$ cat src/rtl/dsp_pkg.sv
package dsp_pkg;
  localparam int CTRL_W      = 3;
  localparam int RX_STOP_BIT = 0;
  localparam int TX_STOP_BIT = 1;
  localparam int HOLD_BIT    = 2;
  localparam int NUM_DIR     = 2;
  typedef enum logic [0:0] {DIR_RX = 1'b0, DIR_TX = 1'b1} dir_e;
endpackage

$ cat src/rtl/dsp_stop_track.sv
module dsp_stop_track (
  input  logic clk,
  input  logic rst_n,
  input  logic wr_en,
  input  logic wr_stop,
  input  logic frame_busy,
  input  logic frame_end,
  output logic stop_done
);
  logic pending_q;

  always_ff @(posedge clk or negedge rst_n) begin
    if (!rst_n) begin
      pending_q <= 1'b0;
      stop_done <= 1'b0;
    end else begin
      stop_done <= 1'b0;
      if (wr_en) begin
        if (wr_stop) begin
          if (!frame_busy || frame_end) begin
            stop_done <= 1'b1;
            pending_q <= 1'b0;
          end else begin
            pending_q <= 1'b1;
          end
        end else begin
          // stop bit cleared: a waiting request is dropped silently
          pending_q <= 1'b0;
        end
      end else if (pending_q && frame_end) begin
        stop_done <= 1'b1;
        pending_q <= 1'b0;
      end
    end
  end
endmodule

$ cat src/rtl/dsp_poll_timer.sv
module dsp_poll_timer #(
  parameter int POLL_CYCLES = 500000
) (
  input  logic clk,
  input  logic rst_n,
  input  logic wr_en,
  input  logic wr_hold,
  input  logic wr_tx_stop,
  output logic tx_stop_lvl,
  output logic poll
);
  localparam int CNT_W = (POLL_CYCLES > 1) ? $clog2(POLL_CYCLES) : 1;
  localparam logic [CNT_W-1:0] LAST = CNT_W'(POLL_CYCLES - 1);

  logic             run_q;
  logic [CNT_W-1:0] cnt_q;

  always_ff @(posedge clk or negedge rst_n) begin
    if (!rst_n) begin
      run_q       <= 1'b0;
      cnt_q       <= '0;
      poll        <= 1'b0;
      tx_stop_lvl <= 1'b0;
    end else begin
      poll <= 1'b0;
      if (wr_en) begin
        tx_stop_lvl <= wr_tx_stop;
        if (!wr_hold) begin
          run_q <= 1'b1;
          cnt_q <= LAST;
        end else begin
          run_q <= 1'b0;
        end
      end else if (run_q) begin
        if (cnt_q == '0) begin
          cnt_q <= LAST;
          poll  <= !tx_stop_lvl;
        end else begin
          cnt_q <= cnt_q - 1'b1;
        end
      end
    end
  end
endmodule

$ cat src/rtl/dma_stop_poll_seq.sv
module dma_stop_poll_seq
  import dsp_pkg::*;
#(
  parameter int POLL_CYCLES = 500000
) (
  input  logic              clk,
  input  logic              rst_n,
  input  logic              ctrl_wr_en,
  input  logic [CTRL_W-1:0] ctrl_wr_data,
  input  logic              rx_frame_busy,
  input  logic              tx_frame_busy,
  input  logic              rx_frame_end,
  input  logic              tx_frame_end,
  output logic              rx_stop_done,
  output logic              tx_stop_done,
  output logic              tx_ring0_poll
);
  logic [NUM_DIR-1:0] busy_v, end_v, stop_v, done_v;
  logic               tx_stop_lvl;

  assign busy_v[DIR_RX] = rx_frame_busy;
  assign busy_v[DIR_TX] = tx_frame_busy;
  assign end_v[DIR_RX]  = rx_frame_end;
  assign end_v[DIR_TX]  = tx_frame_end;
  assign stop_v[DIR_RX] = ctrl_wr_data[RX_STOP_BIT];
  assign stop_v[DIR_TX] = ctrl_wr_data[TX_STOP_BIT];

  for (genvar d = 0; d < NUM_DIR; d++) begin : g_dir
    dsp_stop_track u_track (
      .clk       (clk),
      .rst_n     (rst_n),
      .wr_en     (ctrl_wr_en),
      .wr_stop   (stop_v[d]),
      .frame_busy(busy_v[d]),
      .frame_end (end_v[d]),
      .stop_done (done_v[d])
    );
  end

  assign rx_stop_done = done_v[DIR_RX];
  assign tx_stop_done = done_v[DIR_TX];

  dsp_poll_timer #(.POLL_CYCLES(POLL_CYCLES)) u_poll (
    .clk        (clk),
    .rst_n      (rst_n),
    .wr_en      (ctrl_wr_en),
    .wr_hold    (ctrl_wr_data[HOLD_BIT]),
    .wr_tx_stop (ctrl_wr_data[TX_STOP_BIT]),
    .tx_stop_lvl(tx_stop_lvl),
    .poll       (tx_ring0_poll)
  );
endmodule

$ cat config.mk
export PLATFORM = sky130hd
export DESIGN_NAME = dma_stop_poll_seq
export DESIGN_NICKNAME = d
export VERILOG_FILES = /design/src/rtl/dsp_pkg.sv /design/src/rtl/dsp_stop_track.sv /design/src/rtl/dsp_poll_timer.sv /design/src/rtl/dma_stop_poll_seq.sv
export SDC_FILE = /design/constraint.sdc
export NUM_CORES = 1
export LEC_CHECK = 0
export ABC_AREA = 1
export BUFFER_PORTS_ARGS = -buffer_cell sky130_fd_sc_hd__buf_2
export CORE_MARGIN = 2
export CORE_UTILIZATION = 40
export DETAILED_ROUTE_END_ITERATION = 16
export GPL_TIMING_DRIVEN = 0
export SLEW_MARGIN = 15
export SYNTH_ARGS = -nofsm -noshare
export SYNTH_HDL_FRONTEND = slang
export SYNTH_HIERARCHICAL = 1
export SYNTH_SLANG_ARGS = --single-unit
$ cat constraint.sdc
create_clock -name clk -period 2.4 [get_ports clk]
set_input_delay 0.48 -clock clk [delete_from_list [all_inputs] [get_ports clk]]
set_output_delay 0.48 -clock clk [all_outputs]
set_load 0.005 [all_outputs]
==> impl_metrics.sql, run 1 <==
INSERT INTO impl_metrics (metric_group, metric, value, unit) VALUES
('critical_path', 'crit_buf_inv', '2', ''),
('clock_network', 'path_clk_slew', '0.09', 'ns'),
('grt', 'grt_use_total', '0.171', ''),
('pwr', 'part_of_the_power_in_the_clock_network', '0.281', ''),
('placement', 'hpwlAfterDp', '2.64', 'mm'),
('clock_network', 'tritoncts', 'done', ''),
('pwr', 'power.switching', '0.261', 'mW'),
('grt', 'grt_pass1_wl', '5.98', 'mm'),
('placement', 'dp.cells', '295', ''),
('synthesis', 'syn_nets', '245', ''),
('critical_path', 'timing.critical_path.slowest_cell_delay', '0.41', 'ns'),
('die', 'initial_core_util', '0.419', ''),
('die', 'core_region', '4030', 'um^2'),
('timing', 'worst_slew_margin_rel', '0.604', ''),
('route', 'drtAntennaViolNets', '0', ''),
('timing', 'timing.hold.ws', '0.203', 'ns'),
('route', 'initialDrtViolationCount', '85', ''),
('layout', 'layout.cells.most_common_list', '67 x nand2_1, 33 x inv_1, 29 x nand3_1', ''),
('timing', 'final-setup-viol-count', '0', ''),
('clock_network', 'cts-resized-gates', '0', ''),
('die', 'die_h', '68.9', 'um'),
('synthesis', 'syn_area_per_cell', '7.24', 'um^2'),
('pwr', 'netSwitchingFraction', '0.295', ''),
('route', 'avgViaCountPerCell', '4.83', ''),
('route', 'drt_pass_1_iters', '4', ''),
('clock_network', 'cts.path.max_buffers', '2', ''),
('grt', 'grt_pass1_vias', '1320', ''),
('grt', 'grt_antenna_before_repair', '0', ''),
('pwr', 'finalPower', '0.885', 'mW'),
('critical_path', 'critPathSlowestCell', 'dfrtp_1', ''),
('layout', 'most_common_library_cell_in_the_layout_ignoring_fill_and_taps', 'nand2_1', ''),
('status', 'outcome', 'complete, no violations', ''),
('layout', 'syn2layout_area_growth', '9.72', '%'),
('timing', 'grt_setup_unrepaired', 'false', ''),
('critical_path', 'crit_arrival', '1.73', 'ns'),
('layout', 'finish.net_count', '262', ''),
('pwr', 'internal_power', '0.624', 'mW'),
('timing', 'final.min_clock_period', '1.57', 'ns'),
('route', 'drc', '0', ''),
('layout', 'num-fill-cells', '436', ''),
('timing', 'timing_worst_slew_pin_value', '0.594', 'ns'),
('route', 'num_vias', '1438', ''),
('critical_path', 'critical_path.max_fanout', '4', ''),
('die', 'ioPinCount', '13', ''),
('die', 'fp.dieW', '68.9', 'um'),
('layout', 'finalCoreUtilization', '0.459', ''),
('critical_path', 'crit_path_cell_trace', 'inv_1 > ha_1 > nand2_2 > inv_2 > nand2_2 > nor2_2 > nand2_1 > nand2_1 > nand3_1', ''),
('flow_run', 'maxCapViolations', '0', ''),
('timing', 'post_route_setup_tns', '0', 'ns'),
('synthesis', 'postSynthCellCount', '233', ''),
('timing', 'report.final.slew_viol_count', '0', ''),
('clock_network', 'cts-buffers-inserted', '3', ''),
('pwr', 'cellLeakagePower', '0.931', 'nW'),
('die', 'fp.dieArea', '4750', 'um^2'),
('pwr', 'cellPowerDensity', '478', 'nW/um^2'),
('placement', 'gp_routability_congestion', '0.904', ''),
('clock_network', 'cell_chosen_for_the_clock_root', 'clkbuf_8', ''),
('timing', 'final_period_util', '0.653', ''),
('die', 'fp-row-count', '23', ''),
('timing', 'max_freq', '0.638', 'GHz'),
('layout', 'area.sequential', '651', 'um^2'),
('grt', 'globalRouteOverflowTotal', '0', ''),
('clock_network', 'cts_setup_buffers', '0', ''),
('synthesis', 'yosysSeqAreaShare', '0.386', ''),
('clock_network', 'insertion_delay', '0.27', 'ns'),
('critical_path', 'worstSetupStartpointType', 'register', ''),
('critical_path', 'endpoint_kind', 'register', ''),
('pwr', 'vdd_drop_max', '254', 'uV'),
('layout', 'insertedDiodeCount', '0', ''),
('layout', 'multi_input_area', '878', 'um^2'),
('clock_network', 'cts-htree-levels', '1', '');
-- power groups by stage --
stage                     Sequential [mW]  Clock (mW)  Combinational, mW
after floorplan                     0.486           0              0.111
after global placement              0.490           0              0.153
after detailed placement            0.489           0              0.156
after CTS                           0.481       0.267              0.157
after global routing                0.485       0.274              0.178
final                               0.481       0.249              0.155
-- final cells by class --
cell class	count	area share
Sequential cell	26	0.352
Tap cell	50	0.0338
Inverter	36	0.0730
Buffer	2	0.0122
Timing Repair Buffer	12	0.0325
Multi-Input combinational cell	169	0.475
Clock buffer	3	0.0223
-- per-stage QoR --
stage,worst slack (ns),area (um^2)
CTS,0.822,1850
detailed placement,0.754,1810
global route,0.650,1850
finish,0.832,1850
floorplan,1.04,1690
global placement,0.755,1810
-- synthesized netlist by cell type --
library cell / count / area share
nand2_1: 67 / 0.15
inv_1: 33 / 0.073
nand3_1: 29 / 0.086
dfrtp_1: 26 / 0.39
nor2_1: 25 / 0.056
nand2_4: 7 / 0.047
nand4_1: 6 / 0.022
nor2_4: 6 / 0.040
nor2_2: 5 / 0.019
nand2_2: 4 / 0.015
o21ai_0: 4 / 0.012
o21ai_1: 3 / 0.0089
xnor2_1: 3 / 0.016
buf_6: 2 / 0.013
ha_1: 2 / 0.015
inv_2: 2 / 0.0045
nand3b_1: 2 / 0.0089
nor3_1: 2 / 0.0059
o21ai_2: 2 / 0.010
a21oi_2: 1 / 0.0052
clkinv_1: 1 / 0.0022
nand3_2: 1 / 0.0059
-- per-layer routing --
layer / track usage / vias up / part of all wire
met2: 0.278 / 21 / 0.45
met4: 0.0588 / 0 / 0.017
met3: 0.0244 / 5 / 0.026
li1: - / 756 / -
met5: 0 / - / 0
met1: 0.232 / 656 / 0.50
-- logic make-up after synthesis --
| family | count (synthesis) | share of synthesized area |
|---|---|---|
| simple gates | 154 | 0.454 |
| fa+ha+maj | 2 | 0.0148 |
| buf+inv | 38 | 0.0935 |
| flops | 26 | 0.386 |
| xor+xnor | 3 | 0.0156 |
| compound gates | 10 | 0.0364 |
-- flip-flops by register name (all words and copies together), names as in the netlist --
name,count
u_poll/run_q,1
g_dir.u_track/pending_q,2
u_poll/cnt_q,19
u_poll/tx_stop_lvl,1
u_poll/poll,1
g_dir.u_track/stop_done,2
-- path summary, 6_finish.rpt --
| kind | start | to | cells after the start |
|---|---|---|---|
| max in group asynchronous | rst_n | u_poll/cnt_q[14] | 1 |
| min | rst_n | u_poll/cnt_q[9] | 1 |
| min in group clk | ctrl_wr_data[1] | u_poll/tx_stop_lvl | 3 |
| max | u_poll/cnt_q[0] | u_poll/cnt_q[18] | 9 |
| max reg2reg | u_poll/cnt_q[0] | u_poll/cnt_q[18] | 9 |
| min reg2reg | u_poll/tx_stop_lvl | u_poll/poll | 1 |
Note: power is estimated with default switching activity, not from simulation.
==> run 2: changes to the inputs <==
==> constraint.sdc (replaced) <==
create_clock -name clk -period 1.5 [get_ports clk]
set_input_delay 0.3 -clock clk [delete_from_list [all_inputs] [get_ports clk]]
set_output_delay 0.3 -clock clk [all_outputs]
set_load 0.005 [all_outputs]
==> run 2 against run 1 <==
Sequential power increased by 60%. Clock-buffer cell count unchanged. First-iteration DRC count decreased by 1.2%. Non-clock buffer count increased by 4. Setup slack got worse by 0.79 ns. Clock power increased by 60%. Die area unchanged. Clock skew decreased by 0.00083 ns. Combinational power increased by 99%. Worst hold slack got worse by 0.18 ns. Final area increased by 4.5%. Total power increased by 67%. Largest cell class unchanged. Largest power group unchanged.
==> impl_metrics.sql, run 2 (synthesis results as in run 1) <==
INSERT INTO impl_metrics (metric_group, metric, value, unit) VALUES
('critical_path', 'critPathSlowestCell', 'dfrtp_1', ''),
('grt', 'globalRouteOverflowTotal', '0', ''),
('critical_path', 'timing.critical_path.slowest_cell_delay', '0.39', 'ns'),
('placement', 'hpwlAfterDp', '2.64', 'mm'),
('placement', 'place_worst_setup_slack', '-0.0619', 'ns'),
('critical_path', 'reg2reg_depth', '10', ''),
('route', 'drtAntennaViolNets', '0', ''),
('layout', 'largest_reg_flops', '19', ''),
('die', 'ioPinCount', '13', ''),
('critical_path', 'endpoint_kind', 'register', ''),
('die', 'fp.dieW', '68.9', 'um'),
('route', 'initialDrtViolationCount', '84', ''),
('layout', 'registers.top_by_ff_count', 'u_poll/cnt_q', ''),
('critical_path', 'critical_path.max_fanout', '9', ''),
('critical_path', 'r2r-start', 'u_poll/cnt_q[1]', ''),
('pwr', 'power.switching', '0.442', 'mW'),
('layout', 'most_common_library_cell_in_the_layout_ignoring_fill_and_taps', 'nand2_1', ''),
('grt', 'grt_use_total', '0.172', ''),
('die', 'die_h', '68.9', 'um'),
('pwr', 'comb_power_share', '0.209', ''),
('timing', 'max_freq', '0.688', 'GHz'),
('critical_path', 'crit_path_cell_trace', 'inv_2 > ha_4 > inv_1 > nor2_2 > nand3_2 > nor2_4 > nand2_4 > nand2_4 > nand2_8 > nand3b_1', ''),
('clock_network', 'path_clk_slew', '0.09', 'ns'),
('timing', 'timing_worst_slew_pin_value', '0.594', 'ns'),
('route', 'drc', '0', ''),
('pwr', 'internal_power', '1.03', 'mW'),
('status', 'outcome', 'complete, no violations', ''),
('grt', 'grt_pass1_wl', '6.02', 'mm'),
('timing', 'final.min_clock_period', '1.45', 'ns'),
('pwr', 'part_of_the_power_in_the_clock_network', '0.270', ''),
('worst_hold_path', 'holdCritPathClass', 'input pin to asynchronous set/reset pin', ''),
('route', 'drt_pass_1_iters', '4', ''),
('placement', 'numPortBuffers', '12', ''),
('timing', 'report.final.slew_viol_count', '0', ''),
('layout', 'final_layout_size_suffix_gt1_frac', '0.222', ''),
('grt', 'grt_antenna_before_repair', '0', ''),
('pwr', 'cellLeakagePower', '0.954', 'nW'),
('timing', 'final_period_util', '0.969', ''),
('placement', 'gp_routability_congestion', '0.904', ''),
('grt', 'pin_count_of_the_biggest_net_entering_global_routing', '27', ''),
('clock_network', 'insertion_delay', '0.27', 'ns'),
('critical_path', 'critical-path-top-cell-by-count', 'nand2_4', ''),
('die', 'initial_core_util', '0.419', ''),
('pwr', 'cellPowerDensity', '764', 'nW/um^2'),
('clock_network', 'tritoncts', 'done', ''),
('critical_path', 'crit_arrival', '1.67', 'ns'),
('critical_path', 'worst_r2r_endpoint', 'u_poll/cnt_q[8]', ''),
('clock_network', 'cell_chosen_for_the_clock_root', 'clkbuf_8', ''),
('layout', 'insertedDiodeCount', '0', ''),
('timing', 'post_route_clock_skew', '0.00226', 'ns'),
('timing', 'worst_slack', '0.0460', 'ns'),
('flow_run', 'maxCapViolations', '0', ''),
('layout', 'finish.net_count', '266', ''),
('critical_path', 'timing_worst_setup_path_type', 'register to register', ''),
('clock_network', 'clock_sink_count', '26', ''),
('critical_path', 'crit_buf_inv', '2', ''),
('timing', 'worst_slew_margin_rel', '0.604', ''),
('route', 'totalWireLength', '3.59', 'mm'),
('pwr', 'vdd_drop_max', '418', 'uV'),
('grt', 'grt_pass1_vias', '1329', ''),
('clock_network', 'cts-htree-levels', '1', ''),
('critical_path', 'reg2reg_setup_slack', '0.05', 'ns'),
('clock_network', 'cts-buffers-inserted', '3', ''),
('route', 'avgViaCountPerCell', '4.83', ''),
('layout', 'syn2layout_area_growth', '14.6', '%'),
('layout', 'fin_cells', '302', ''),
('critical_path', 'critPathTopFamily', 'simple AND/OR/NAND/NOR gates', ''),
('critical_path', 'worstSetupStartpointType', 'register', ''),
('timing', 'final_hold_viol_count', '0', ''),
('layout', 'reg_top3', 'u_poll/cnt_q: 19 flops, g_dir.u_track/pending_q: 2 flops, g_dir.u_track/stop_done: 2 flops', ''),
('die', 'fp-row-count', '23', ''),
('placement', 'dp.cells', '295', ''),
('timing', 'grt_setup_unrepaired', 'true', ''),
('route', 'avgRoutedWirePerCell', '11.9', 'um'),
('pwr', 'netSwitchingFraction', '0.299', ''),
('clock_network', 'cts.path.max_buffers', '2', ''),
('layout', 'layout.cells.most_common_list', '67 x nand2_1, 30 x inv_1, 28 x nand3_1', ''),
('timing', 'final-setup-viol-count', '0', ''),
('die', 'core_region', '4030', 'um^2'),
('route', 'num_vias', '1458', ''),
('critical_path', 'cp_data_required_time', '1.71', 'ns'),
('die', 'fp.dieArea', '4750', 'um^2'),
('pwr', 'power_frac_seq', '0.521', '');
## run 2: cell types whose count changed in the layout (fill, tap and decap cells not counted), sizes merged
| cell | change |
|---|---|
| buf | +4 |
## run 2: metal layers
| layer | vias to the layer above | GRT usage | wire length [um] |
|---|---|---|---|
| li1 | 763 | - | - |
| met2 | 19 | 0.280 | 1650 |
| met1 | 671 | 0.234 | 1800 |
| met3 | 5 | 0.0244 | 71 |
| met4 | 0 | 0.0588 | 61 |
| met5 | - | 0 | 0 |
## run 2: metrics by stage
stage          instance area, um^2  setup TNS, ns  utilization  power (mW)  hold slack [ns]
2_1_floorplan                 1690              0            -       0.956          0.00441
3_3_place_gp                  1810        -0.0238        0.449        1.03            0.343
3_5_place_dp                  1810        -0.0869        0.449        1.03            0.353
4_1_cts                       1870              0        0.464        1.47           0.0466
5_1_grt                       1930         -0.303        0.480        1.56           0.0823
6_report                      1930              0        0.480        1.48           0.0231
## run 2: power groups by stage
| stage | clock network, mW | logic [mW] | registers, mW |
|---|---|---|---|
| 2_1_floorplan | 0 | 0.178 | 0.778 |
| 3_3_place_gp | 0 | 0.245 | 0.784 |
| 3_5_place_dp | 0 | 0.250 | 0.783 |
| 4_1_cts | 0.427 | 0.269 | 0.769 |
| 5_1_grt | 0.439 | 0.349 | 0.775 |
| 6_report | 0.399 | 0.308 | 0.769 |
## run 2: final cells by class
cell class	count	area [um^2]
inverter	36	138
buffer	2	22.5
timing repair buffer	16	90.1
multi-input combinational	169	928
sequential	26	651
clock buffer	3	41.3
fill	423	2100
tap	50	62.6
## run 2: worst max-delay path by stage
| stage | startpoint | endpoint | slack [ns] | depth (start not counted) |
|---|---|---|---|---|
| CTS | u_poll/cnt_q[1] | u_poll/cnt_q[14] | 0.03 | 11 |
| global route | u_poll/cnt_q[1] | u_poll/cnt_q[14] | -0.05 | 11 |
| floorplan | u_poll/cnt_q[0] | u_poll/cnt_q[14] | 0.14 | 11 |
| global placement | u_poll/cnt_q[0] | u_poll/cnt_q[18] | -0.02 | 9 |
| detailed placement | u_poll/cnt_q[0] | u_poll/cnt_q[18] | -0.06 | 9 |
| finish | u_poll/cnt_q[1] | u_poll/cnt_q[8] | 0.05 | 10 |
## run 2: timing repair
item	CTS	global route
buffers inserted	2	2
hold buffers	0	0
pin swaps	0	4
setup endpoints to repair	12	18
gates resized for setup	3	11
==> run 3: changes to the inputs <==
--- a/config.mk
+++ b/config.mk
@@ -14,5 +14,4 @@
 export SLEW_MARGIN = 15
 export SYNTH_ARGS = -nofsm -noshare
 export SYNTH_HDL_FRONTEND = slang
-export SYNTH_HIERARCHICAL = 1
 export SYNTH_SLANG_ARGS = --single-unit
==> run 3 against run 2 <==
Sequential share of layout area up 0.69 points. Worst hold slack got worse by 0.015 ns. Routed wire length fell by 8.8%. Largest cell class unchanged. Final area shrank 2.0%. Setup slack improved by 0.032 ns. Critical path depth decreased by 1. Critical endpoint is now u_poll.cnt_q[11]. Final cell count decreased by 6.6%.
==> impl_metrics.sql, run 3 <==
INSERT INTO impl_metrics (metric_group, metric, value, unit) VALUES
('layout', 'multi_input_area', '885', 'um^2'),
('synthesis', 'asyncSetResetFlopFracSynth', '1.00', ''),
('grt', 'grt_antenna_before_repair', '0', ''),
('critical_path', 'reg2reg_depth', '9', ''),
('layout', 'layout.cells.most_common_list', '58 x nand2_1, 26 x dfrtp_1, 23 x nand3_1', ''),
('flow_run', 'maxCapViolations', '0', ''),
('synthesis', 'syn_nets', '225', ''),
('route', 'avgRoutedWirePerCell', '11.6', 'um'),
('layout', 'registers.top_by_ff_count', 'u_poll.cnt_q', ''),
('grt', 'grt_use_total', '0.167', ''),
('clock_network', 'cts-htree-levels', '1', ''),
('timing', 'post_route_setup_tns', '0', 'ns'),
('critical_path', 'critPathSlowestCell', 'dfrtp_1', ''),
('synthesis', 'postSynthCellCount', '213', ''),
('layout', 'area.sequential', '651', 'um^2'),
('route', 'avgViaCountPerCell', '4.82', ''),
('clock_network', 'cts.path.max_buffers', '2', ''),
('synthesis', 'post_synth_edffs', '0', ''),
('timing', 'worst_slack', '0.0776', 'ns'),
('critical_path', 'worst_r2r_endpoint', 'u_poll.cnt_q[11]', ''),
('route', 'totalWireLength', '3.27', 'mm'),
('clock_network', 'cell_chosen_for_the_clock_root', 'clkbuf_8', ''),
('synthesis', 'yosys_warnings', '0', ''),
('critical_path', 'worst_setup_path_endpoint', 'u_poll.cnt_q[11]', ''),
('synthesis', 'yosysUniqueCellTypes', '25', ''),
('placement', 'place_worst_setup_slack', '-0.0564', 'ns'),
('timing', 'timing_worst_slew_pin_value', '0.598', 'ns'),
('die', 'fp.dieW', '67.1', 'um'),
('die', 'ioPinCount', '13', ''),
('synthesis', 'synth.cells.most_frequent', '60 x nand2_1, 26 x dfrtp_1, 25 x inv_1, 24 x nand3_1, 23 x nor2_1', ''),
('clock_network', 'clock_sink_count', '26', ''),
('synthesis', 'synthDominantAreaCellType', 'dfrtp_1', ''),
('timing', 'worst_slew_margin_rel', '0.601', ''),
('clock_network', 'tritoncts', 'done', ''),
('synthesis', 'mappedNetlistArea', '1590', 'um^2'),
('grt', 'pin_count_of_the_biggest_net_entering_global_routing', '27', ''),
('critical_path', 'r2r-start', 'u_poll.cnt_q[0]', ''),
('synthesis', 'synthMostInstantiatedCell', 'nand2_1', ''),
('critical_path', 'worstSetupStartpointType', 'register', ''),
('clock_network', 'cts-buffers-inserted', '3', ''),
('synthesis', 'yosysSeqAreaShare', '0.408', ''),
('grt', 'grt_pass1_vias', '1273', ''),
('route', 'initialDrtViolationCount', '87', ''),
('timing', 'grt_setup_unrepaired', 'true', ''),
('layout', 'syn2layout_area_growth', '18.8', '%'),
('route', 'drc', '0', ''),
('route', 'drt_pass_1_iters', '4', ''),
('synthesis', 'yosys_register_bits', '26', ''),
('die', 'die_h', '67.1', 'um'),
('timing', 'final_period_util', '0.948', ''),
('die', 'core_region', '3740', 'um^2'),
('placement', 'gp_routability_congestion', '0.777', ''),
('timing', 'final_hold_viol_count', '0', ''),
('timing', 'report.final.slew_viol_count', '0', ''),
('timing', 'post_route_clock_skew', '0.0115', 'ns'),
('clock_network', 'path_clk_slew', '0.10', 'ns'),
('critical_path', 'reg2reg_setup_slack', '0.08', 'ns'),
('timing', 'max_freq', '0.703', 'GHz'),
('die', 'fp.dieArea', '4510', 'um^2'),
('placement', 'hpwlAfterDp', '2.41', 'mm'),
('timing', 'final-setup-viol-count', '0', ''),
('critical_path', 'endpoint_kind', 'register', ''),
('layout', 'finish.net_count', '247', ''),
('grt', 'globalRouteOverflowTotal', '0', ''),
('layout', 'num-fill-cells', '378', ''),
('synthesis', 'syn_area_per_cell', '7.48', 'um^2'),
('die', 'fp-row-count', '22', ''),
('critical_path', 'cp_data_required_time', '1.68', 'ns'),
('layout', 'largest_reg_flops', '19', ''),
('synthesis', 'post_synth_main_area_contributors', 'dfrtp_1 41%, nand2_1 14%, nand3_1 7.5%, inv_1 5.9%, nor2_1 5.4%', ''),
('layout', 'reg_top3', 'u_poll.cnt_q: 19 flops, g_dir.u_track.pending_q: 2 flops, g_dir.u_track.stop_done: 2 flops', ''),
('critical_path', 'critical-path-top-cell-by-count', 'inv_2', ''),
('synthesis', 'top_cell_type_s_share_of_synthesized_area', '0.408', ''),
('critical_path', 'cp-startpoint', 'u_poll.cnt_q[0]', ''),
('layout', 'final_layout_size_suffix_gt1_frac', '0.278', ''),
('clock_network', 'insertion_delay', '0.28', 'ns'),
('pwr', 'cellLeakagePower', '0.910', 'nW'),
('critical_path', 'timing_worst_setup_path_type', 'register to register', ''),
('synthesis', 'synth_flop_cell', 'dfrtp_1', ''),
('layout', 'insertedDiodeCount', '0', ''),
('route', 'num_vias', '1358', ''),
('grt', 'grt_pass1_wl', '5.69', 'mm'),
('clock_network', 'cts_hold_buf', '0', ''),
('critical_path', 'crit_arrival', '1.60', 'ns'),
('critical_path', 'crit_path_cell_trace', 'inv_2 > ha_4 > inv_2 > nor2_4 > nand3_2 > nor2_2 > nand2_2 > nand2_4 > o21ai_2', ''),
('timing', 'final.min_clock_period', '1.42', 'ns'),
('die', 'initial_core_util', '0.426', ''),
('placement', 'numPortBuffers', '12', ''),
('status', 'outcome', 'complete, no violations', ''),
('route', 'drtAntennaViolNets', '0', ''),
('critical_path', 'critical_path.max_fanout', '4', ''),
('pwr', 'cellPowerDensity', '843', 'nW/um^2'),
('pwr', 'vdd_drop_max', '747', 'uV'),
('critical_path', 'timing.critical_path.slowest_cell_delay', '0.40', 'ns'),
('worst_hold_path', 'holdCritPathClass', 'input pin to asynchronous set/reset pin', ''),
('layout', 'most_common_library_cell_in_the_layout_ignoring_fill_and_taps', 'nand2_1', '');
-- run 3: changes by cell type after synthesis, moves of 4 or more --
| cell | delta |
|---|---|
| nand2_1 | -7 |
| nor2_2 | +4 |
| nand3_1 | -5 |
| inv_1 | -8 |
| nor2_4 | -4 |
| nand2_4 | -4 |
-- run 3: repair_timing --
action	4_1_cts	5_1_grt
endpoints found under the setup margin	5	17
resized for setup	4	15
cloned	0	0
buffers inserted	0	5
pin swaps	0	10
-- run 3: where the power goes --
part / leakage, nW / total, mW / internal, mW / switching (mW)
clock: 0.0357 / 0.593 / 0.358 / 0.236
sequential: 0.304 / 0.755 / 0.731 / 0.0241
combinational: 0.571 / 0.249 / 0.0937 / 0.155
total: 0.910 / 1.60 / 1.18 / 0.415
-- run 3: cell type report --
type                    count  area share
plain buffers               2      0.0119
clock buffers               3      0.0218
clock inverters             1      0.0159
inverters                  28      0.0568
multi-input cells         157       0.467
flip-flops and latches     26       0.343
well taps                  48      0.0317
repair buffers             17      0.0515
-- run 3: logic make-up after synthesis --
kind of cell             after synthesis  synth area share
flip-flops                            26             0.408
AND/OR/NAND/NOR                      138             0.420
buffers and inverters                 30            0.0816
XOR/XNOR                               4            0.0220
adder cells (fa/ha/maj)                2            0.0157
AO/OA/AOI/OAI                         13            0.0526
-- run 3: routing by layer --
metal  wire length, um  GRT usage  up-vias
li1                  -          -      711
met2              1510      0.280       16
met4                23     0.0306        0
met5                 0          0        -
met3                99     0.0405        5
met1              1640      0.220      626
-- run 3: worst min-delay path by stage --
stage	start	endpoint	cells past startpoint
6_report	rst_n	g_dir[0].u_track.stop_done	1
3_3_place_gp	rst_n	u_poll.cnt_q[10]	1
3_5_place_dp	rst_n	u_poll.cnt_q[12]	1
5_1_grt	rst_n	g_dir[0].u_track.stop_done	1
2_1_floorplan	rst_n	g_dir[0].u_track.pending_q	0
4_1_cts	rst_n	g_dir[0].u_track.stop_done	1
-- run 3: metrics by stage --
step            util  cells  hold slack, ns  instance area [um^2]  power (mW)
6_report       0.506    282         0.00852                  1890        1.60
5_1_grt        0.506    282          0.0484                  1890        1.68
4_1_cts        0.479    277          0.0351                  1790        1.56
3_5_place_dp   0.458    273           0.347                  1710       0.959
3_3_place_gp   0.458    273           0.351                  1710       0.957
2_1_floorplan      -    213         0.00441                  1590       0.894
-- run 3: critical path, delay by kind of cell, from the launching register on --
family                   cells  cell delay (ns)
AO/OA/AOI/OAI                1             0.06
adder cells (fa/ha/maj)      1             0.14
AND/OR/NAND/NOR              5             0.57
buffers and inverters        2             0.16
flip-flops                   1             0.40
